[src/rtl/pwm_pkg.sv]
package pwm_pkg;

   typedef enum logic [1:0] {
      OP_LOAD_LEFT   = 2'b00,
      OP_LOAD_RIGHT  = 2'b01,
      OP_STORE_LEFT  = 2'b10,
      OP_STORE_RIGHT = 2'b11
   } pwm_op_e;

   typedef enum logic [2:0] {
      ST_IDLE,
      ST_READ,
      ST_MERGE,
      ST_WRITE,
      ST_DONE
   } pwm_state_e;

   function automatic logic op_is_store(pwm_op_e op);
      return op[1];
   endfunction

endpackage

[src/rtl/pwm_lane_merge.sv]
module pwm_lane_merge
   import pwm_pkg::*;
#(
   parameter int DW = 32,
   localparam int NB = DW / 8,
   localparam int OB = $clog2(NB)
)(
   input  pwm_op_e          op,
   input  logic [OB-1:0]    ofs,
   input  logic [DW-1:0]    mem_word,
   input  logic [DW-1:0]    reg_word,
   output logic [DW-1:0]    merged
);

   function automatic logic [7:0] byte_at(logic [DW-1:0] w, int idx);
      logic [DW-1:0] t;
      t = w >> (8 * idx);
      return t[7:0];
   endfunction

   for (genvar j = 0; j < NB; j++) begin : g_lane
      logic [7:0] lane_b;

      always_comb begin
         int k;
         int src;
         k   = int'(ofs);
         src = 0;
         if (op_is_store(op)) lane_b = byte_at(mem_word, j);
         else                 lane_b = byte_at(reg_word, j);
         unique case (op)
            OP_LOAD_LEFT: begin
               src = j - (NB - 1 - k);
               if (src >= 0) lane_b = byte_at(mem_word, src);
            end
            OP_LOAD_RIGHT: begin
               src = j + k;
               if (src <= NB - 1) lane_b = byte_at(mem_word, src);
            end
            OP_STORE_LEFT: begin
               src = j + (NB - 1 - k);
               if (j <= k) lane_b = byte_at(reg_word, src);
            end
            OP_STORE_RIGHT: begin
               src = j - k;
               if (j >= k) lane_b = byte_at(reg_word, src);
            end
            default: ;
         endcase
      end

      assign merged[8*j +: 8] = lane_b;
   end

endmodule

[src/rtl/pwm_ctrl.sv]
module pwm_ctrl
   import pwm_pkg::*;
(
   input  logic clk,
   input  logic rst_n,
   input  logic req_fire,
   input  logic is_store,
   output logic ready,
   output logic rd,
   output logic wr,
   output logic merge_en,
   output logic done
);

   pwm_state_e state_q, state_d;

   always_comb begin
      state_d = state_q;
      unique case (state_q)
         ST_IDLE:  if (req_fire) state_d = ST_READ;
         ST_READ:  state_d = ST_MERGE;
         ST_MERGE: state_d = is_store ? ST_WRITE : ST_DONE;
         ST_WRITE: state_d = ST_DONE;
         ST_DONE:  state_d = ST_IDLE;
         default:  state_d = ST_IDLE;
      endcase
   end

   always_ff @(posedge clk) begin
      if (!rst_n) state_q <= ST_IDLE;
      else        state_q <= state_d;
   end

   assign ready    = (state_q == ST_IDLE);
   assign rd       = (state_q == ST_READ);
   assign merge_en = (state_q == ST_MERGE);
   assign wr       = (state_q == ST_WRITE);
   assign done     = (state_q == ST_DONE);


   rd_wr_excl_chk: assert property (@(posedge clk) disable iff (!rst_n)
      !(rd && wr));


   write_after_read_chk: assert property (@(posedge clk) disable iff (!rst_n)
      wr |-> $past(rd, 2));


   done_pulse_chk: assert property (@(posedge clk) disable iff (!rst_n)
      done |=> !done);


   accept_starts_read_chk: assert property (@(posedge clk) disable iff (!rst_n)
      (ready && req_fire) |=> rd);

endmodule

[src/rtl/pw_merge_top.sv]
module pw_merge_top
   import pwm_pkg::*;
#(
   parameter int AW  = 32,
   parameter int DW  = 32,
   parameter int RIW = 5,
   localparam int NB = DW / 8,
   localparam int OB = $clog2(NB)
)(
   input  logic           clk,
   input  logic           rst_n,
   input  logic           req_valid,
   output logic           req_ready,
   input  logic [1:0]     req_op,
   input  logic [AW-1:0]  req_addr,
   input  logic [RIW-1:0] req_idx,
   input  logic [DW-1:0]  req_reg,
   output logic           mem_rd,
   output logic           mem_wr,
   output logic [AW-1:0]  mem_addr,
   output logic [DW-1:0]  mem_wdata,
   input  logic [DW-1:0]  mem_rdata,
   output logic           done,
   output logic           result_valid,
   output logic [DW-1:0]  result
);

   if ((DW % 8) != 0 || NB < 2 || (NB & (NB - 1)) != 0 || AW <= OB || RIW < 1)
   begin : g_bad_cfg
      $error("pw_merge_top: DW must be a power-of-two byte count >= 2, AW > offset bits");
   end

   pwm_op_e          op_q;
   logic [AW-1:0]    addr_q;
   logic [DW-1:0]    reg_q;
   logic             idx_zero_q;
   logic [DW-1:0]    merge_q;
   logic [DW-1:0]    merged;
   logic             merge_en;
   logic             req_fire;
   logic             is_store;

   assign req_fire = req_valid && req_ready;
   assign is_store = op_is_store(op_q);

   pwm_ctrl u_ctrl (
      .clk      (clk),
      .rst_n    (rst_n),
      .req_fire (req_fire),
      .is_store (is_store),
      .ready    (req_ready),
      .rd       (mem_rd),
      .wr       (mem_wr),
      .merge_en (merge_en),
      .done     (done)
   );

   always_ff @(posedge clk) begin
      if (!rst_n) begin
         op_q       <= OP_LOAD_LEFT;
         addr_q     <= '0;
         reg_q      <= '0;
         idx_zero_q <= 1'b0;
      end else if (req_fire) begin
         op_q       <= pwm_op_e'(req_op);
         addr_q     <= req_addr;
         reg_q      <= req_reg;
         idx_zero_q <= (req_idx == '0);
      end
   end

   pwm_lane_merge #(.DW(DW)) u_merge (
      .op       (op_q),
      .ofs      (addr_q[OB-1:0]),
      .mem_word (mem_rdata),
      .reg_word (reg_q),
      .merged   (merged)
   );

   always_ff @(posedge clk) begin
      if (!rst_n)        merge_q <= '0;
      else if (merge_en) merge_q <= (!is_store && idx_zero_q) ? reg_q : merged;
   end

   assign mem_addr     = {addr_q[AW-1:OB], {OB{1'b0}}};
   assign mem_wdata    = merge_q;
   assign result       = merge_q;
   assign result_valid = done && !is_store;


   aligned_addr_chk: assert property (@(posedge clk) disable iff (!rst_n)
      (mem_rd || mem_wr) |-> (mem_addr[OB-1:0] == '0));


   same_word_chk: assert property (@(posedge clk) disable iff (!rst_n)
      mem_wr |-> (mem_addr == $past(mem_addr, 2)));


   load_no_write_chk: assert property (@(posedge clk) disable iff (!rst_n)
      mem_wr |-> is_store);


   result_valid_chk: assert property (@(posedge clk) disable iff (!rst_n)
      result_valid |-> done);


   busy_hold_chk: assert property (@(posedge clk) disable iff (!rst_n)
      !req_ready |=> $stable(op_q) && $stable(addr_q) && $stable(reg_q));

endmodule

[config.mk]
export PLATFORM = sky130hd
export DESIGN_NAME = pw_merge_top
export DESIGN_NICKNAME = d
export VERILOG_FILES = /design/src/rtl/pwm_pkg.sv /design/src/rtl/pwm_lane_merge.sv /design/src/rtl/pwm_ctrl.sv /design/src/rtl/pw_merge_top.sv
export SDC_FILE = /design/constraint.sdc
export NUM_CORES = 1
export LEC_CHECK = 0
export BUFFER_PORTS_ARGS = -buffer_cell sky130_fd_sc_hd__buf_2
export CELL_PAD_IN_SITES_DETAIL_PLACEMENT = 2
export CELL_PAD_IN_SITES_GLOBAL_PLACEMENT = 2
export CORE_MARGIN = 3
export CORE_UTILIZATION = 35
export DETAILED_ROUTE_END_ITERATION = 6
export GPL_TIMING_DRIVEN = 0
export PLACE_DENSITY = 0.87
export SLEW_MARGIN = 20
export SYNTH_ARGS = -nofsm -noshare
export SYNTH_HDL_FRONTEND = slang
export SYNTH_HIERARCHICAL = 1
export SYNTH_SLANG_ARGS = --single-unit
[constraint.sdc]
create_clock -name clk -period 7.2 [get_ports clk]
set_clock_uncertainty 0.1 [all_clocks]
set_input_delay 1.44 -clock clk [delete_from_list [all_inputs] [get_ports clk]]
set_output_delay 1.44 -clock clk [all_outputs]
set_load 0.03 [all_outputs]
==> flow_summary.ini, run 1 <==
[logic_synthesis]
synth_top_area_share_pct = 23.3
synth-seq-cells = 102
yosysUniqueCellTypes = 68
syn_inst = 993
synth_top_area_cell = dfxtp_1
synthArstFlopShare_pct = 0
mappedNetlistArea_mm2 = 0.00875
synth_enable_flop_cells = 0
ys_warn_count = 6
synth_flop_cell = dfxtp_1
synth_most_common_cell = a21oi_1
ys_top_cells_by_area = dfxtp_1, mux4_2, buf_4, a21bo_2, a21oi_1
seq_area_frac_synth_pct = 23.3
syn_area_per_cell_um2 = 8.81
synth_common_cells = a21oi_1, dfxtp_1, buf_4

[detailed_routing]
met2_length_mm = 20.5
vias = 9650
dr_wl_met3_mm = 4.60
first_iter_violations = 861
wl_met1_mm = 17.2
dr.max_layer_used = met4
drt-vias-per-instance = 6.27
firstDrtPassIters = 5
ant_nets = 0
drc_errors = 0
avgRoutedWirePerCell_um = 29.3
drt-total-wl_mm = 45.0

[floorplan]
std_cell_rows = 57
die_h_um = 164
core-area_mm2 = 0.0245
fp.dieW_um = 164
io_pins = 207
start_util_pct = 35.8
dieArea_mm2 = 0.0269

[placed_design]
gp_congestion = 1.01
place_hpwl_mm = 33.6
io_buffers = 203

[cells_and_area]
post-route-util_pct = 42.9
syn_to_final_growth_pct = 19.9
fillers = 2751
num-nets-final = 1321
final_layout_size_suffix_gt1_share_pct = 39.6

[timing]
slew_headroom_pct = 28.4
hold_ws_ns = 0.446
setup-tns-final_ns = 0
report.final.hold_viol_count = 0
layout_worst_path_cycle_share_pct = 59.4
drv_slew = 0
setup_viol = 0
rsz0062_at_grt = false
fin_crit_ns = 4.28
tightest_slew_ns = 1.07
max_freq_mhz = 234

[run_status]
status = completed

[clock_tree]
clockRootBuffer = clkbuf_16
cts_tree = yes
cts_max_level = 3
clk_transition_reported_paths_ns = 0.08
postCtsHoldBufs = 0
cts_buffers = 9
clk_path_buf_depth = 2
cts_sinks = 102
post_cts_buffers = 0
clk_latency_ns = 0.36
postCtsResizedCells = 0

[critical_path]
cp-start-kind = register
worstSetupPathType = reg -> reg
cp_max_fo = 12
crit_path_end_kind = register
arrival_ns = 4.43
worstPathRequired_ns = 7.35

[global_route]
grt_max_degree = 19
grt_overflow = 0
grt_pass1_vias = 10400
antenna_found_initial = 1
grt_usage_pct = 33.0
grt_pass1_wl_mm = 66.2

[power_and_ir_drop]
ir_drop_v = 0.0000966
power_density_mw_per_mm2 = 192
leakage_uw = 0.00444

[worst_hold_path]
hp-class = reg -> reg

[flow_run]
cap_violations = 0
[worst max-delay path: stages, from the launching register on]
cell and delay (ns):
dfxtp_1 0.53, buf_4 0.32, clkinv_1 0.41, ha_1 0.43, buf_2 0.21, buf_4 0.30, buf_2 0.39, mux4_2 0.26
a21oi_1 0.07, o31ai_1 0.63, inv_1 0.18, a311oi_2 0.32
[logic make-up (layout without fill, tap and decap cells)]
group                    Yosys count  count (layout)  synth area share, %
multiplexers                      95              95                 17.0
other                              1               3               0.0429
buffers and inverters            213             432                 14.0
flip-flops                       102             102                 23.3
AO/OA/AOI/OAI                    372             372                 31.1
AND/OR/NAND/NOR                  203             203                 13.6
adder cells (fa/ha/maj)            7               7                 1.00
[area by class of cell]
type	instances	area, um2	area share (%)
sequential	102	2040	19.5
tap	324	405	3.87
multi-input combinational	679	5490	52.3
antenna	1	2.50	0.0239
clock inverter	6	81.3	0.776
inverter	44	165	1.58
buffer	169	1060	10.1
timing repair buffer	203	1020	9.69
clock buffer	10	229	2.18
[path summary, 6_finish.rpt]
check,start,endpoint,slack [ns],cells after the start
setup / recovery,addr_q[1],mem_wdata[6],2.92,11
hold / removal,mem_wdata[31],mem_wdata[31],0.45,2
setup reg to reg,addr_q[1],mem_wdata[6],2.92,11
hold reg to reg,mem_wdata[31],mem_wdata[31],0.45,2
[report_power, final]
| group | switching [uW] | leakage (uW) | internal [uW] | total, uW |
|---|---|---|---|---|
| clock network | 245 | 0.000150 | 276 | 521 |
| registers | 74.9 | 0.000835 | 605 | 680 |
| logic | 509 | 0.00346 | 304 | 813 |
| total | 829 | 0.00444 | 1190 | 2010 |
[registers in the layout, summed over array words and instances (netlist names)]
| name | count |
|---|---|
| u_ctrl/state_q | 3 |
| addr_q | 32 |
| idx_zero_q | 1 |
| reg_q | 32 |
| mem_wdata | 32 |
| op_q | 2 |
[through the flow]
step / worst slack, ns / power (uW) / cell area (um2) / std cells
6_report: 2.92 / 2010 / 10500 / 1538
5_1_grt: 2.80 / 2090 / 10500 / 1537
4_1_cts: 3.05 / 2000 / 10500 / 1537
3_5_place_dp: 3.07 / 1470 / 10200 / 1521
3_3_place_gp: 3.15 / 1450 / 10200 / 1521
2_1_floorplan: 3.91 / 1170 / 8750 / 994
[per-layer routing]
metal	up-vias	global-route usage (%)
met5	-	0
met4	0	18.8
met3	127	9.46
met2	603	51.7
met1	4780	40.4
li1	4140	-
[cell usage in the layout, fill, tap and decap left out, drive strengths merged, types with 3 or more instances in the layout]
cell | Yosys | final
nand2 | 35 | 35
inv | 41 | 42
o31ai | 6 | 6
dfxtp | 102 | 102
a222oi | 3 | 3
nor3b | 4 | 4
o32ai | 6 | 6
nor2b | 5 | 5
a221o | 4 | 4
o22ai | 9 | 9
mux2i | 36 | 36
a21bo | 66 | 66
a211oi | 5 | 5
nor3 | 7 | 7
o21ai | 58 | 58
a22o | 4 | 4
ha | 7 | 7
o211ai | 5 | 5
a22oi | 13 | 13
a21o | 12 | 12
o21a | 3 | 3
nor4bb | 31 | 31
a311oi | 32 | 32
mux2 | 19 | 19
a221oi | 26 | 26
nand2b | 6 | 6
mux4 | 40 | 40
clkinv | 3 | 7
nor2 | 31 | 31
nand3 | 71 | 71
buf | 135 | 338
clkbuf | 32 | 42
a21oi | 110 | 110
Power figures use the tool's default switching activity.
==> run 2, diff against run 1 <==
--- a/config.mk
+++ b/config.mk
@@ -9,10 +9,10 @@
 export CELL_PAD_IN_SITES_DETAIL_PLACEMENT = 2
 export CELL_PAD_IN_SITES_GLOBAL_PLACEMENT = 2
 export CORE_MARGIN = 3
-export CORE_UTILIZATION = 35
+export CORE_UTILIZATION = 30
 export DETAILED_ROUTE_END_ITERATION = 6
 export GPL_TIMING_DRIVEN = 0
-export PLACE_DENSITY = 0.87
+export PLACE_DENSITY = 0.79
 export SLEW_MARGIN = 20
 export SYNTH_ARGS = -nofsm -noshare
 export SYNTH_HDL_FRONTEND = slang
==> constraint.sdc (replaced) <==
create_clock -name clk -period 3.9 [get_ports clk]
set_clock_uncertainty 0.1 [all_clocks]
set_input_delay 0.78 -clock clk [delete_from_list [all_inputs] [get_ports clk]]
set_output_delay 0.78 -clock clk [all_outputs]
set_load 0.03 [all_outputs]
==> flow_summary.ini, run 2 (synthesis results as in run 1) <==
[run_status]
status = completed

[global_route]
grt_pass1_wl_mm = 65.2
grt_usage_pct = 27.6
grt_max_degree = 19
grt_pass1_vias = 10200
grt_overflow = 0
antenna_found_initial = 6

[detailed_routing]
vias = 9721
ant_nets = 0
avgRoutedWirePerCell_um = 27.9
first_iter_violations = 934
drt-total-wl_mm = 44.4
drt-vias-per-instance = 6.11
drc_errors = 0
firstDrtPassIters = 6

[cells_and_area]
num-nets-final = 1320
final_layout_size_suffix_gt1_share_pct = 40.2
post-route-util_pct = 37.5
final_cell_mix = buf_2, a21oi_1, dfxtp_1, buf_4, nand3_1
syn_to_final_growth_pct = 21.0
fin_area_mm2 = 0.0106
final_common_cell = buf_2

[critical_path]
crit_path_end_kind = register
cp-start-kind = register
crit_start = addr_q[0]
worstReg2RegStart = addr_q[0]
worstSetupPathType = reg -> reg
arrival_ns = 3.93
worstPathRequired_ns = 4.07
cp_max_fo = 12

[timing]
layout_worst_path_cycle_share_pct = 96.4
report.final.hold_viol_count = 0
max_freq_mhz = 266
worst_slack_ns = 0.139
setup_viol = 0
tightest_slew_ns = 0.833
slew_headroom_pct = 44.2
fin_crit_ns = 3.76
drv_slew = 0
rsz0062_at_grt = false

[placed_design]
gp_congestion = 0.984
place_area_mm2 = 0.0102
place_ws_ns = -0.201
place_hpwl_mm = 33.0
io_buffers = 203

[floorplan]
dieArea_mm2 = 0.0312
io_pins = 207
die_h_um = 177
fp.dieW_um = 177
start_util_pct = 31.0
core-area_mm2 = 0.0282
std_cell_rows = 61

[clock_tree]
cts_max_level = 3
cts_sinks = 102
cts_buffers = 9
clk_latency_ns = 0.36
clockRootBuffer = clkbuf_16
clk_path_buf_depth = 2
clk_transition_reported_paths_ns = 0.08
cts_tree = yes
post_cts_buffers = 0
postCtsHoldBufs = 0

[power_and_ir_drop]
power.switching_uw = 1530
clock_power_share_pct = 26.3
power.share.combinational_pct = 40.2
p_int_uw = 2210
swShare_pct = 40.9
pwr-share-seq_pct = 33.5
leakage_uw = 0.00445
power_density_mw_per_mm2 = 353
ir_drop_v = 0.000184

[worst_hold_path]
min-delay-start = u_ctrl/state_q[2]
hp-class = reg -> reg

[flow_run]
cap_violations = 0
## run 2: changes by cell type in the layout (fill, tap and decap cells not counted), moves of 2 or more
| cell | before | now |
|---|---|---|
| clkbuf_1 | 33 | 31 |
| o31ai_2 | 0 | 2 |
| o31ai_1 | 6 | 4 |
| clkinv_4 | 3 | 1 |
## run 2: power groups by stage
| stage | sequential [uW] | combinational (uW) | clock, uW |
|---|---|---|---|
| finish | 1250 | 1500 | 982 |
| CTS | 1250 | 1460 | 997 |
| floorplan | 1240 | 928 | 0 |
| global placement | 1260 | 1420 | 0 |
| detailed placement | 1270 | 1450 | 0 |
| global route | 1260 | 1580 | 1040 |
## run 2: path summary, 6_finish.rpt
path,endpoint,slack (ns),depth (start not counted)
hold / removal,u_ctrl/state_q[0],0.46,1
hold reg to reg,u_ctrl/state_q[0],0.46,1
setup reg to reg,mem_wdata[29],0.14,12
setup / recovery,mem_wdata[29],0.14,12
## run 2: what timing repair did
action / 4_1_cts / 5_1_grt
setup endpoints to repair: 7 / 7
hold endpoints to repair: 0 / 0
resized for setup: 3 / 5
## run 2: per-stage QoR
stage | setup TNS [ns] | total power, uW | instances | hold slack, ns
2_1_floorplan | 0 | 2170 | 994 | 0.400
3_3_place_gp | -0.182 | 2680 | 1575 | 0.439
3_5_place_dp | -0.431 | 2720 | 1575 | 0.458
4_1_cts | 0 | 3710 | 1591 | 0.462
5_1_grt | 0 | 3880 | 1592 | 0.484
6_report | 0 | 3730 | 1592 | 0.458
## run 2: area by class of cell
type / instances / area, um2
fillers: 3238 / 17700
multi-input cells: 679 / 5510
flip-flops and latches: 102 / 2040
plain buffers: 168 / 1060
repair buffers: 203 / 1020
well taps: 378 / 473
clock buffers: 10 / 239
inverters: 44 / 166
clock inverters: 6 / 75.1
diodes: 2 / 5.00
## run 2: layer usage
layer	share of wire (%)	GRT usage, %	routed length (um)
met5	0.11	0	48
met1	41	35.3	18100
met4	4.6	11.9	2060
met3	8.5	6.28	3790
met2	46	44.8	20400
## run 2: worst max-delay path, cell delays in order (launching register included)
cell,delay (ns)
dfxtp_1,0.46
buf_6,0.23
buf_12,0.18
inv_1,0.06
buf_2,0.25
ha_1,0.34
buf_2,0.24
buf_4,0.31
mux4_1,0.28
a221oi_1,0.11
a2111oi_1,0.73
inv_1,0.10
a311oi_1,0.27
